===== src/rtl/idr_pkg.sv =====
package idr_pkg;

    localparam int ID_W  = 8;
    localparam int FMT_W = 4;

    localparam logic [FMT_W-1:0] FMT_FLAT    = 4'hF;
    localparam logic [FMT_W-1:0] FMT_CLUSTER = 4'h0;
    localparam logic [ID_W-1:0]  DEST_BCAST  = 8'hFF;

    typedef enum logic [1:0] {
        SH_NONE   = 2'd0,
        SH_SELF   = 2'd1,
        SH_ALL    = 2'd2,
        SH_OTHERS = 2'd3
    } shorthand_e;

    typedef struct packed {
        logic [ID_W-1:0]  phys_id;
        logic [ID_W-1:0]  log_id;
        logic [FMT_W-1:0] fmt;
    } agent_cfg_t;

    // Logical-mode hit test for one agent's configuration.
    function automatic logic logical_hit(logic [ID_W-1:0] dest, agent_cfg_t c);
        logic hit;
        if (c.fmt == FMT_FLAT)
            hit = |(dest & c.log_id);
        else if (c.fmt == FMT_CLUSTER)
            hit = (dest[7:4] == c.log_id[7:4]) && (|(dest[3:0] & c.log_id[3:0]));
        else
            hit = 1'b0;
        return hit;
    endfunction

endpackage


===== src/rtl/idr_agent_table.sv =====
module idr_agent_table
    import idr_pkg::*;
#(
    parameter int N_AGENTS = 8,
    localparam int AW = $clog2(N_AGENTS)
) (
    input  logic                          clk,
    input  logic                          rst,
    input  logic                          we,
    input  logic [AW-1:0]                 idx,
    input  agent_cfg_t                    wdata,
    output agent_cfg_t [N_AGENTS-1:0]     cfg
);

    for (genvar i = 0; i < N_AGENTS; i++) begin : g_agent
        always_ff @(posedge clk) begin
            if (rst) begin
                cfg[i].phys_id <= ID_W'(i);
                cfg[i].log_id  <= '0;
                cfg[i].fmt     <= FMT_FLAT;
            end else if (we && (idx == AW'(i))) begin
                cfg[i] <= wdata;
            end
        end
    end

endmodule


===== src/rtl/idr_match.sv =====
module idr_match
    import idr_pkg::*;
#(
    parameter int N_AGENTS = 8
) (
    input  agent_cfg_t [N_AGENTS-1:0] cfg,
    input  logic [ID_W-1:0]           dest,
    input  logic                      logical,
    output logic [N_AGENTS-1:0]       hit
);

    logic bcast;
    assign bcast = (dest == DEST_BCAST);

    for (genvar i = 0; i < N_AGENTS; i++) begin : g_cmp
        logic phys_hit;
        logic log_hit;
        assign phys_hit = bcast || (cfg[i].phys_id == dest);
        assign log_hit  = logical_hit(dest, cfg[i]);
        assign hit[i]   = logical ? log_hit : phys_hit;
    end

endmodule


===== src/rtl/idr_select.sv =====
module idr_select
    import idr_pkg::*;
#(
    parameter int N_AGENTS = 8,
    localparam int AW = $clog2(N_AGENTS)
) (
    input  logic                clk,
    input  logic                rst,
    input  logic                req,
    input  shorthand_e          sh,
    input  logic                lowpri,
    input  logic [AW-1:0]       sender,
    input  logic [N_AGENTS-1:0] decoded,
    output logic                out_valid,
    output logic [N_AGENTS-1:0] out_mask
);

    localparam logic [N_AGENTS-1:0] ONE = N_AGENTS'(1);

    logic [N_AGENTS-1:0] self_bit;
    logic [N_AGENTS-1:0] chosen;
    logic [N_AGENTS-1:0] picked;

    assign self_bit = ONE << sender;

    always_comb begin
        unique case (sh)
            SH_SELF:   chosen = self_bit;
            SH_ALL:    chosen = '1;
            SH_OTHERS: chosen = ~self_bit;
            default:   chosen = decoded;
        endcase
    end

    // x & -x isolates the lowest set bit; zero stays zero.
    assign picked = lowpri ? (chosen & (~chosen + ONE)) : chosen;

    always_ff @(posedge clk) begin
        if (rst) begin
            out_valid <= 1'b0;
            out_mask  <= '0;
        end else begin
            out_valid <= req;
            out_mask  <= req ? picked : '0;
        end
    end

endmodule


===== src/rtl/idr_resolver.sv =====
module idr_resolver
    import idr_pkg::*;
#(
    parameter int N_AGENTS = 8,
    localparam int AW = $clog2(N_AGENTS)
) (
    input  logic                clk,
    input  logic                rst,
    input  logic                cfg_we,
    input  logic [AW-1:0]       cfg_agent,
    input  logic [7:0]          cfg_phys_id,
    input  logic [7:0]          cfg_log_id,
    input  logic [3:0]          cfg_fmt,
    input  logic                req_valid,
    input  logic [7:0]          req_dest,
    input  logic                req_logical,
    input  logic [1:0]          req_shorthand,
    input  logic                req_lowpri,
    input  logic [AW-1:0]       req_sender,
    output logic                tgt_valid,
    output logic [N_AGENTS-1:0] tgt_mask
);

    agent_cfg_t                wcfg;
    agent_cfg_t [N_AGENTS-1:0] table_q;
    logic [N_AGENTS-1:0]       decoded;

    assign wcfg = '{phys_id: cfg_phys_id, log_id: cfg_log_id, fmt: cfg_fmt};

    idr_agent_table #(.N_AGENTS(N_AGENTS)) u_table (
        .clk   (clk),
        .rst   (rst),
        .we    (cfg_we),
        .idx   (cfg_agent),
        .wdata (wcfg),
        .cfg   (table_q)
    );

    idr_match #(.N_AGENTS(N_AGENTS)) u_match (
        .cfg     (table_q),
        .dest    (req_dest),
        .logical (req_logical),
        .hit     (decoded)
    );

    idr_select #(.N_AGENTS(N_AGENTS)) u_select (
        .clk       (clk),
        .rst       (rst),
        .req       (req_valid),
        .sh        (shorthand_e'(req_shorthand)),
        .lowpri    (req_lowpri),
        .sender    (req_sender),
        .decoded   (decoded),
        .out_valid (tgt_valid),
        .out_mask  (tgt_mask)
    );

endmodule


===== config.mk =====
export PLATFORM = sky130hd
export DESIGN_NAME = idr_resolver
export DESIGN_NICKNAME = d
export VERILOG_FILES = /design/src/rtl/idr_pkg.sv /design/src/rtl/idr_agent_table.sv /design/src/rtl/idr_match.sv /design/src/rtl/idr_select.sv /design/src/rtl/idr_resolver.sv
export SDC_FILE = /design/constraint.sdc
export NUM_CORES = 1
export LEC_CHECK = 0
export BUFFER_PORTS_ARGS = -buffer_cell sky130_fd_sc_hd__buf_2
export CAP_MARGIN = 5
export CORE_UTILIZATION = 45
export CTS_CLUSTER_DIAMETER = 80
export CTS_CLUSTER_SIZE = 20
export DETAILED_ROUTE_END_ITERATION = 16
export PLACE_DENSITY = 0.75
export SLEW_MARGIN = 20
export SYNTH_ARGS = -nofsm -noshare
export SYNTH_HDL_FRONTEND = slang
export SYNTH_SLANG_ARGS = --single-unit

===== constraint.sdc =====
create_clock -name clk -period 1.75 [get_ports clk]
set_clock_uncertainty 0.1 [all_clocks]
set_input_delay 0 -clock clk [delete_from_list [all_inputs] [get_ports clk]]
set_output_delay 0 -clock clk [all_outputs]
set_load 0.05 [all_outputs]

# Word-level counts from Yosys, hierarchy flattened

Index checks and enable logic that the tools add are counted.

Bits in registers: 169
Input port bits: 42
Output and inout bits: 9
Word-level logic and storage cells: 159

Add/sub/neg operators: 1
Equal/unequal tests: 35
Shift operators: 1
Multiplexer cells: 26
Bitwise logic cells: 20
Reductions and logical operators: 50

Operators with widths:

| operator            | number |
|---|---|
| $and 8x8->8         | 9 |
| $eq 8x8->1          | 8 |
| $reduce_or 8->1     | 8 |
| $and 4x4->4         | 8 |
| $eq 4x4->1          | 8 |
| $eq 4x4->1 const B  | 8 |
| $logic_not 4->1     | 8 |
| $reduce_or 4->1     | 8 |
| $mux 1              | 24 |
| $pmux 8 s3          | 1 |
| $logic_and 1x1->1   | 16 |
| $not 8->8           | 2 |
| $eq 3x3->1 const B  | 4 |
| $add 8x1->8 const B | 1 |
| $eq 8x8->1 const B  | 1 |
| $logic_or 1x1->1    | 8 |
| $mux 8              | 1 |
| $shl 1x3->8 const A | 1 |
| $eq 3x2->1 const B  | 2 |
| $eq 2x2->1 const B  | 2 |
| $eq 3x1->1 const B  | 1 |
| $logic_not 3->1     | 1 |
| $eq 2x1->1 const B  | 1 |
| $reduce_or 2->1     | 1 |
| $not 1->1           | 1 |

# Logic depth before layout (Yosys ltp)

Gate-level depths: netlist of the first run.

Depth after elaboration: 11
Depth in mapped cells: 8
Mapped depth without buffers: 7

# Hierarchy

A second synthesis of the first run with hierarchy kept.

Cells, all modules: 842
Area, all modules: 8494.4 um^2

Modules (own cells, without submodules):

| module          | times used | cells an instance | area an instance (um^2) | sequential area each (um^2) |
|---|---|---|---|---|
| idr_agent_table | 1          | 565               | 6175.9                  | 3203.1 |
| idr_match       | 1          | 216               | 1769.2                  | 0.0 |
| idr_select      | 1          | 61                | 549.3                   | 180.2 |

# Worst setup path after synthesis of the first run

No wires, ideal clock.

Kind: reg2reg
Start point: register, netlist name u_table.cfg[9]
End point: register u_select.out_mask[4]
Setup time: 0.129 ns
Arrival time: 1.625 ns
Data required time: 1.521 ns
Path slack: -0.104 ns
Cell stages (with the launch flop): 8
Buffers on the path: 0
Period minus slack after synthesis: 1.854 ns
Path through: dfxtp_1 -> ha_1 -> nor4_1 -> a21boi_1 -> o221ai_2 -> a31oi_2 -> a41oi_2 -> nor3_1

Longest elaborated chain between the ends: 10
Elaborated cells between the ends (all ways): 12
Those cells by class: add/sub (1); eq/ne (1); mux (5); bitwise (3); reduce/logical (2)

RTL lines:

| element                | RTL line         | text |
|---|---|---|
| $eq 4x4->1             | idr_pkg.sv:29    | `hit = (dest[7:4] == c.log_id[7:4]) && (\|(dest[3:0] & c.log_id[3:0]));` |
| $logic_and 1x1->1      | idr_pkg.sv:29    |  |
| $mux 1                 | idr_pkg.sv:28    | `else if (c.fmt == FMT_CLUSTER)` |
| $mux 1 (*)             | idr_pkg.sv:26    | `if (c.fmt == FMT_FLAT)` |
| $mux 1 (*)             | idr_match.sv:20  | `assign hit[i] = logical ? log_hit : phys_hit;` |
| $pmux 8 s3 (*)         | idr_select.sv:27 | `unique case (sh)` |
| $not 8->8 (*)          | idr_select.sv:36 | `assign picked = lowpri ? (chosen & (~chosen + ONE)) : chosen;` |
| $add 8x1->8 (*)        | idr_select.sv:36 |  |
| $and 8x8->8 (*)        | idr_select.sv:36 |  |
| $mux 8 (*)             | idr_select.sv:36 |  |
| end signal: assignment | idr_select.sv:44 | `out_mask <= req ? picked : '0;` |
| end: declaration       | idr_select.sv:15 | `output logic [N_AGENTS-1:0] out_mask` |

Mark *: on every way between the ends. The rest lies on a longest branch, timed or not.
A chain may end at the register's enable or synchronous reset.

# Worst setup path in the final report of the first run

Start point: register, netlist name u_table.cfg[28]
End point: register u_select.out_mask[2]

Longest elaborated chain between the ends: 10
Elaborated cells between the ends (all ways): 12
Those cells by class: add/sub (1); eq/ne (1); mux (5); bitwise (3); reduce/logical (2)

RTL lines:

| element           | RTL line |
|---|---|
| $eq 4x4->1        | idr_pkg.sv:29 |
| $logic_and 1x1->1 | idr_pkg.sv:29 |
| $mux 1            | idr_pkg.sv:28 |
| $mux 1 (*)        | idr_pkg.sv:26 |
| $mux 1 (*)        | idr_match.sv:20 |
| $pmux 8 s3 (*)    | idr_select.sv:27 |
| $not 8->8 (*)     | idr_select.sv:36 |
| $add 8x1->8 (*)   | idr_select.sv:36 |
| $and 8x8->8 (*)   | idr_select.sv:36 |
| $mux 8 (*)        | idr_select.sv:36 |

Marks and branches as above.

==> impl_metrics.json, run 1 <==
{
  "multi_input_area_um2": 4597,
  "finalHoldViolCount": 0,
  "gp_congestion": 0.8386,
  "drt-pass1-iter-count": 5,
  "ys_ff_latch": 169,
  "antenna_found_initial": 0,
  "cts_tree": "done",
  "io_buffer_count": 50,
  "synth.most_common_cell": "nand2_1",
  "hpwl_mm": 15.08,
  "vias": 7309,
  "placed_cells": 1246,
  "routed_wl_mm": 23.08,
  "antenna_left": 0,
  "yosysSeqAreaShare_pct": 42.22,
  "setup_ws_ns": -0.2778,
  "die-area_um2": 18340,
  "rsz0062_at_grt": "yes",
  "diodes": 0,
  "cpMostUsedCell": "a21oi_1",
  "clk_path_buf_depth": 2,
  "synth_area_um2": 8013,
  "total_leakage_power_nw": 3.690,
  "cts.sinks": 169,
  "yosysTopAreaCell": "dfxtp_1",
  "cp_top_family": "compound AO/OA/AOI/OAI gates",
  "cp_num_buf_inv": 1,
  "die_y_um": 135.4,
  "vdd_drop_max_v": 0.0007354,
  "areaGrowthSynthToFinish_pct": 24.47,
  "synthTopCellsByArea": "dfxtp_1 42%, nand2_1 15%, a21oi_1 7.6%",
  "synthFlopType": "dfxtp_1",
  "clk_pin_slew_ns": 0.06,
  "cp_max_fo": 2,
  "synth.avg_cell_area_um2": 8.077,
  "ff2ff_path_depth": 8,
  "instances_no_fill": 1305,
  "synthCells": 992,
  "drive_gt1_share_pct": 20.09,
  "overflow": 0,
  "clock.fmax_mhz": 493.1,
  "power_density_nw_per_um2": 922.8,
  "async_flop_share_pct": 0,
  "maxSlewViolCount": 0,
  "critPathLaunch": "u_table.cfg[28]",
  "dp_slack_ns": -0.2878,
  "htreeDepth": 4,
  "utilization_pct": 57.46,
  "num_io_pins": 51,
  "cp-start-kind": "register",
  "seq_power_share_pct": 43.6,
  "ys_top_cells_by_count": "326 x nand2_1, 169 x dfxtp_1, 121 x a21oi_1, 67 x xnor2_1, 52 x clkbuf_1",
  "cp_slowest_cell": "dfxtp_2",
  "netlist.area_leader.share_pct": 42.22,
  "violations": "negative setup slack",
  "tns_ns": -1.741,
  "fin_crit_sh_pct": 115.9,
  "grt_max_degree": 104,
  "cts-root-buf": "clkbuf_16",
  "seqCellArea_um2": 3403,
  "cp_num_cells": 8,
  "path_class": "register to register",
  "start_util_pct": 46.16,
  "grt.total_usage_pct": 25.75,
  "drtIter0Drc": 621,
  "crit_end": "u_select.out_mask[2]",
  "min_period_ns": 2.028,
  "intPower_mw": 6.910,
  "cp_data_arrival_time_ns": 2.23,
  "pwr-share-clk_pct": 44.1,
  "synth_edf_count": 0,
  "finalPower_mw": 9.204,
  "cp-end-kind": "register",
  "status": "complete, but fails checks",
  "r2r_start": "u_table.cfg[28]",
  "min-delay-start": "cfg_agent[0]",
  "nets": 1141,
  "drc_errors": 0,
  "wl_per_cell_um": 17.69,
  "insertion_delay_ns": 0.43,
  "cp_data_required_time_ns": 1.95,
  "grt_pass1_wl_mm": 35.90,
  "maxCapViolCount": 0,
  "setup_viol": 7,
  "grt_pass1_vias": 6859,
  "crit_path_cell_trace": "ha_4, nor4_2, a21oi_1, o211ai_1, a31oi_2, buf_4, a21oi_1, nor3_1",
  "min_path_cells": 5,
  "syn_nets": 1066,
  "fill_cells": 1468,
  "slew_headroom_pct": 64.79,
  "coreArea_um2": 17360,
  "switchingPower_mw": 2.293,
  "viasPerCell": 5.601,
  "fp.dieW_um": 135.4,
  "switching_share_pct": 24.92,
  "synth_warnings": 0,
  "slowest_delay_ns": 0.35,
  "num_rows": 48,
  "power_frac_comb_pct": 12.2,
  "synth_cell_types": 44,
  "reg2reg_to": "u_select.out_mask[2]",
  "tightest_slew_ns": 0.5233,
  "worstHoldPathType": "primary input to register",
  "cts-buffers-inserted": 17,
  "reg2reg_setup_slack_ns": -0.28
}
power groups by stage:
| stage | Combinational [mW] | Sequential [mW] | Clock (mW) |
|---|---|---|---|
| after floorplan | 0.600 | 4.11 | 0 |
| after global placement | 0.943 | 4.09 | 0 |
| after detailed placement | 0.958 | 4.10 | 0 |
| after CTS | 1.07 | 4.01 | 4.07 |
| after global routing | 1.21 | 4.02 | 4.26 |
| final | 1.13 | 4.02 | 4.06 |
through the flow:
| step | hold WS (ns) | area, um^2 |
|---|---|---|
| 6_report | 0.02008 | 9973 |
| 5_1_grt | 0.07516 | 9973 |
| 4_1_cts | 0.01247 | 9841 |
| 3_5_place_dp | 0.1726 | 8703 |
| 3_3_place_gp | 0.1620 | 8703 |
| 2_1_floorplan | 0.1123 | 8054 |
worst min path at each step:
stage,to,slack [ns]
finish,u_table.cfg[23],0.02
CTS,u_table.cfg[23],0.01
global route,u_table.cfg[20],0.08
floorplan,u_select.out_valid,0.11
detailed placement,u_table.cfg[40],0.17
global placement,u_table.cfg[40],0.16
sequential cells by signal, indices dropped and copies added (netlist names):
register            flops
u_select.out_valid      1
u_table.cfg           160
u_select.out_mask       8
routing by layer:
| metal | GRT usage (%) | routed length (um) | vias to the layer above |
|---|---|---|---|
| li1 | - | - | 3501 |
| met3 | 4.789 | 1523 | 51 |
| met4 | 11.49 | 722 | 0 |
| met2 | 40.68 | 10570 | 275 |
| met1 | 34.09 | 10260 | 3482 |
| met5 | 0 | 0 | - |
worst register-to-register path: stages (launching register included):
cell	delay, ns
dfxtp_2	0.35
ha_4	0.20
nor4_2	0.26
a21oi_1	0.11
o211ai_1	0.32
a31oi_2	0.19
buf_4	0.19
a21oi_1	0.11
nor3_1	0.06
what timing repair did:
| item | CTS | global route |
|---|---|---|
| hold endpoints to repair | 169 | 0 |
| pin swaps | 32 | 13 |
| setup buffers | 0 | 3 |
| resized for setup | 41 | 17 |
| gates cloned | 0 | 0 |
| endpoints found under the setup margin | 8 | 8 |
| hold buffers | 24 | 0 |
cells by family (layout without fill, tap and decap cells):
group                    Yosys count  after routing  synth area share (%)
flip-flops                       169            169                 42.22
buffers and inverters             88            176                 5.341
adder cells (fa/ha/maj)           32             32                 4.997
XOR/XNOR                          72             72                 7.870
AO/OA/AOI/OAI                    172            172                 13.16
AND/OR/NAND/NOR                  459            459                 26.41
cells in the final DEF, fill, tap and decap left out, types with 5 or more instances in the layout:
| cell type | instances |
|---|---|
| a21oi_1 | 120 |
| a221oi_2 | 6 |
| a22o_1 | 8 |
| a31oi_2 | 6 |
| buf_2 | 49 |
| buf_4 | 65 |
| clkbuf_16 | 17 |
| dfxtp_1 | 155 |
| dfxtp_2 | 13 |
| dlygate4sd3_1 | 24 |
| ha_1 | 17 |
| ha_4 | 15 |
| nand2_1 | 326 |
| nand3b_1 | 44 |
| nand4_1 | 23 |
| nor2_1 | 12 |
| nor4_1 | 12 |
| nor4_2 | 5 |
| nor4_4 | 5 |
| xnor2_1 | 67 |
| xor2_1 | 5 |
layout make-up:
class,instances,share of cell area [%]
multi-input cells,735,46.09
inverters,2,0.07527
well taps,225,2.823
repair buffers,142,10.48
clock buffers,21,4.717
flip-flops and latches,169,34.12
clock inverters,11,1.694
(Power assumes the default switching activity.)
==> run 2: changes to the inputs <==
ABC_AREA = 1   (was default)
==> impl_metrics.json, run 2 <==
{
  "clock.fmax_mhz": 562.4,
  "die-area_um2": 18820,
  "finalPower_mw": 9.050,
  "cts-buffers-inserted": 17,
  "instances_no_fill": 1510,
  "synthTopCellsByArea": "dfxtp_1 41%, nor2_1 13%, nand2_1 13%",
  "largest_reg_flops": 160,
  "netlist.area_leader.share_pct": 41.13,
  "worstHoldPathType": "primary input to register",
  "fin_crit_sh_pct": 101.6,
  "utilization_pct": 54.43,
  "synthFlopType": "dfxtp_1",
  "diodes": 0,
  "vdd_drop_max_v": 0.0007961,
  "start_util_pct": 45.79,
  "ys_ff_latch": 169,
  "ys_top_cells_by_count": "294 x nor2_1, 280 x nand2_1, 169 x dfxtp_1, 125 x o21ai_0, 53 x nand3_1",
  "grt.total_usage_pct": 26.00,
  "io_buffer_count": 50,
  "clk_pin_slew_ns": 0.06,
  "syn_nets": 1278,
  "grt_max_degree": 74,
  "finalHoldViolCount": 6,
  "wl_per_cell_um": 15.71,
  "cp-start-kind": "register",
  "total_leakage_power_nw": 4.617,
  "htreeDepth": 4,
  "min_period_ns": 1.778,
  "violations": "negative hold slack, negative setup slack",
  "final_common_cell": "nor2_1",
  "setup_ws_ns": -0.02809,
  "num_rows": 49,
  "drt-pass1-iter-count": 5,
  "rsz0062_at_grt": "yes",
  "cp_data_arrival_time_ns": 2.01,
  "async_flop_share_pct": 0,
  "most-common-layout-cells": "289 x nor2_1, 276 x nand2_1, 159 x dfxtp_1",
  "routed_wl_mm": 23.72,
  "insertion_delay_ns": 0.44,
  "synth_area_um2": 8225,
  "viasPerCell": 5.266,
  "grt_pass1_vias": 7238,
  "overflow": 0,
  "path_class": "register to register",
  "grt_pass1_wl_mm": 37.13,
  "synth_edf_count": 0,
  "top_register": "u_table.cfg",
  "cp-end-kind": "register",
  "drtIter0Drc": 705,
  "areaGrowthSynthToFinish_pct": 18.88,
  "synth.avg_cell_area_um2": 6.832,
  "top_regs": "u_table.cfg x160, u_select.out_mask x8, u_select.out_valid x1",
  "drive_gt1_share_pct": 13.43,
  "antenna_left": 0,
  "hpwl_mm": 15.65,
  "fp.dieW_um": 137.2,
  "status": "complete, but fails checks",
  "cp_data_required_time_ns": 1.98,
  "hold_buffers": 23,
  "drc_errors": 0,
  "cts.sinks": 169,
  "maxCapViolCount": 0,
  "synth_warnings": 0,
  "coreArea_um2": 17960,
  "yosysSeqAreaShare_pct": 41.13,
  "synthCells": 1204,
  "nets": 1342,
  "yosysTopAreaCell": "dfxtp_1",
  "clk_path_buf_depth": 2,
  "synth_cell_types": 34,
  "setup_viol": 4,
  "slew_headroom_pct": 40.52,
  "vias": 7951,
  "cts_tree": "done",
  "num_io_pins": 51,
  "maxSlewViolCount": 0,
  "synth.most_common_cell": "nor2_1",
  "gp_congestion": 0.8974,
  "placed_cells": 1455,
  "cp_max_fo": 3,
  "die_y_um": 137.2,
  "cts-root-buf": "clkbuf_16",
  "power_density_nw_per_um2": 925.5,
  "antenna_found_initial": 0,
  "tightest_slew_ns": 0.8913,
  "holdWs_ns": -0.1604
}
[run 2: changes by cell type in the layout (fill, tap and decap cells not counted), moves of 23 or more]
cell / before / now
xnor2_1: 67 / 31
nand3_1: 4 / 52
o21ai_0: 4 / 121
nand3b_1: 44 / 0
a21oi_1: 120 / 29
nand2_1: 326 / 276
nor2_1: 12 / 289
buf_4: 65 / 42
inv_1: 2 / 50
[run 2: critical path, stage by stage (launching register included)]
cell and delay [ns]:
dfxtp_2 0.34, ha_4 0.20, nor2_2 0.10, nand2_1 0.07, o21ai_2 0.12, nand2_1 0.10
nand2_1 0.09, nand2_1 0.06, nor2_2 0.12, nor2_2 0.06, nand2_1 0.08, nand2_2 0.08
and3_4 0.15
[run 2: path summary, 6_finish.rpt]
path	start	endpoint	slack, ns	cells past startpoint
worst max-delay path	u_table.cfg[28]	u_select.out_mask[2]	-0.03	12
worst min-delay path	req_lowpri	u_select.out_mask[4]	-0.16	4
worst max register to register	u_table.cfg[28]	u_select.out_mask[2]	-0.03	12
worst min register to register	u_table.cfg[33]	u_table.cfg[33]	0.37	2
[run 2: area by class of cell]
cell class	instances	area, um^2
clock buffer	21	460.4
clock inverter	11	146.4
fill	1653	8185
inverter	59	222.7
multi-input combinational	904	4431
sequential	169	3396
tap	229	286.5
timing repair buffer	117	835.8
[run 2: metal layers]
metal	global-route usage, %	vias to the layer above	wire length [um]
met5	0	-	0
met4	13.00	0	819
met3	3.753	53	1422
met2	41.98	276	11050
met1	33.85	3680	10430
li1	-	3942	-
[run 2: power breakdown]
group / leakage, nW / switching [mW] / internal (mW)
clock network: 0.293 / 1.58 / 2.32
logic: 2.94 / 0.690 / 0.398
registers: 1.38 / 0.0795 / 3.99
[run 2: kinds of logic (layout without fill, tap and decap cells)]
group	count (synthesis)	in the layout	share of synthesized area [%]
and+or+nand+nor	662	662	32.00
adders and majority gates	32	32	4.868
muxes	2	2	0.2434
AOI/OAI and AO/OA	168	168	10.68
buffers and inverters	131	208	6.815
DFF	169	169	41.13
xor gates and xnor gates	40	40	4.259
[run 2: what timing repair did]
item / in CTS / in global routing
gates resized for setup: 20 / 15
pin swaps: 9 / 10
buffers inserted: 0 / 0
setup endpoints to repair: 6 / 8
hold endpoints to repair: 169 / 6
[run 2: per-stage QoR]
stage | setup TNS [ns] | worst slack [ns] | instance area (um^2)
finish | -0.06003 | -0.02809 | 9778
global route | -0.8290 | -0.1514 | 9778
CTS | -0.01974 | -0.01371 | 9723
detailed placement | -0.5447 | -0.09792 | 8780
global placement | -0.2807 | -0.05482 | 8780
floorplan | 0 | 0.1604 | 8225
==> run 3: changes to the inputs <==
SKIP_CTS_REPAIR_TIMING = 1   (was default)
SLEW_MARGIN = default   (was 20)
==> impl_metrics.json, run 3 (same netlist as run 2, synthesis figures left out) <==
{
  "pwr-share-clk_pct": 43.1,
  "start_util_pct": 45.79,
  "vdd_drop_max_v": 0.0007993,
  "nets": 1341,
  "tns_ns": -0.01441,
  "diodes": 0,
  "grt_pass1_wl_mm": 36.45,
  "fin_crit_sh_pct": 100.7,
  "setup_ws_ns": -0.01138,
  "rsz0062_at_grt": "yes",
  "holdWs_ns": -0.1559,
  "io_buffer_count": 50,
  "finalPower_mw": 9.059,
  "final_common_cell": "nor2_1",
  "antenna_left": 0,
  "antenna_found_initial": 0,
  "cp_max_fo": 3,
  "cp_num_buf_inv": 0,
  "cts-buffers-inserted": 17,
  "maxSlewViolCount": 0,
  "grt.total_usage_pct": 25.58,
  "die_y_um": 137.2,
  "maxCapViolCount": 0,
  "fp.dieW_um": 137.2,
  "most-common-layout-cells": "289 x nor2_1, 276 x nand2_1, 159 x dfxtp_1",
  "grt_max_degree": 74,
  "seq_power_share_pct": 44.9,
  "areaGrowthSynthToFinish_pct": 18.95,
  "insertion_delay_ns": 0.44,
  "cts-root-buf": "clkbuf_16",
  "top_regs": "u_table.cfg x160, u_select.out_mask x8, u_select.out_valid x1",
  "coreArea_um2": 17960,
  "cp-start-kind": "register",
  "cp_data_arrival_time_ns": 2.00,
  "drt-pass1-iter-count": 6,
  "num_io_pins": 51,
  "clk_pin_slew_ns": 0.06,
  "vias": 7901,
  "routed_wl_mm": 23.74,
  "num_rows": 49,
  "drtIter0Drc": 795,
  "cp_slowest_cell": "dfxtp_2",
  "power_frac_comb_pct": 12.1,
  "htreeDepth": 4,
  "gp_congestion": 0.8974,
  "intPower_mw": 6.704,
  "path_class": "register to register",
  "drive_gt1_share_pct": 13.59,
  "top_register": "u_table.cfg",
  "status": "complete, but fails checks",
  "largest_reg_flops": 160,
  "total_leakage_power_nw": 4.612,
  "tightest_slew_ns": 0.8985,
  "clock.fmax_mhz": 567.7,
  "overflow": 0,
  "cp-end-kind": "register",
  "slew_headroom_pct": 40.03,
  "drc_errors": 0,
  "grt_pass1_vias": 7088,
  "setup_viol": 2,
  "switching_share_pct": 26.00,
  "clk_path_buf_depth": 2,
  "worstHoldPathType": "primary input to register",
  "die-area_um2": 18820,
  "crit_path_cell_trace": "ha_4, nor2_2, nand2_1, o21ai_2, nand2_1, nand2_1, nand2_1, nor2_2, nor2_2, nand2_1, nand2_2, and3_4",
  "cpMostUsedCell": "nand2_1",
  "cp_top_family": "simple AND/OR/NAND/NOR gates",
  "cts.sinks": 169,
  "cts_tree": "done",
  "viasPerCell": 5.236,
  "slowest_delay_ns": 0.35,
  "switchingPower_mw": 2.355,
  "min_period_ns": 1.761,
  "cp_data_required_time_ns": 1.98,
  "power_density_nw_per_um2": 925.9,
  "violations": "negative hold slack, negative setup slack",
  "finalHoldViolCount": 8,
  "wl_per_cell_um": 15.73,
  "hpwl_mm": 15.65
}
## run 3: cell types whose count changed in the layout (fill, tap and decap cells not counted), sizes merged
cell	delta
dlygate4sd3	-1
## run 3: area by class of cell
cell class	count	area [um^2]
Timing Repair Buffer	116	825.8
Tap cell	229	286.5
Sequential cell	169	3396
Clock inverter	11	146.4
Fill cell	1654	8179
Inverter	59	222.7
Multi-Input combinational cell	904	4447
Clock buffer	21	460.4
## run 3: final timing paths
kind,from,endpoint,slack [ns],cells past startpoint
hold / removal,req_lowpri,u_select.out_mask[4],-0.16,4
hold reg to reg,u_table.cfg[33],u_table.cfg[33],0.37,2
setup reg to reg,u_table.cfg[31],u_select.out_mask[2],-0.01,12
setup / recovery,u_table.cfg[31],u_select.out_mask[2],-0.01,12
## run 3: through the flow
stage          setup WS [ns]  area (um^2)  utilization [%]  std cells
6_report            -0.01138         9784            54.47       1509
5_1_grt              -0.1383         9784            54.47       1509
4_1_cts              -0.1154         9387            52.25       1487
3_5_place_dp        -0.09792         8780            48.88       1455
3_3_place_gp        -0.05482         8780            48.88       1455
2_1_floorplan         0.1604         8225                -       1204
## run 3: worst reg2reg max path: cells and delay by family (launching register included)
kind	cells	cell delay, ns
AND/OR/NAND/NOR	10	0.89
flip-flops	1	0.35
adder cells (fa/ha/maj)	1	0.20
AO/OA/AOI/OAI	1	0.11
## run 3: per-layer routing
layer	routed length [um]	global-route usage [%]
met1	10330	33.28
met2	11170	40.88
met3	1523	3.826
met4	717	13.49
met5	0	0
## run 3: power groups by stage
| stage | registers, mW | clock network [mW] | logic, mW |
|---|---|---|---|
| after CTS | 4.06 | 3.91 | 1.01 |
| after detailed placement | 4.14 | 0 | 1.00 |
| after global routing | 4.08 | 4.10 | 1.21 |
| final | 4.07 | 3.90 | 1.09 |
| after floorplan | 4.15 | 0 | 0.640 |
| after global placement | 4.14 | 0 | 0.985 |
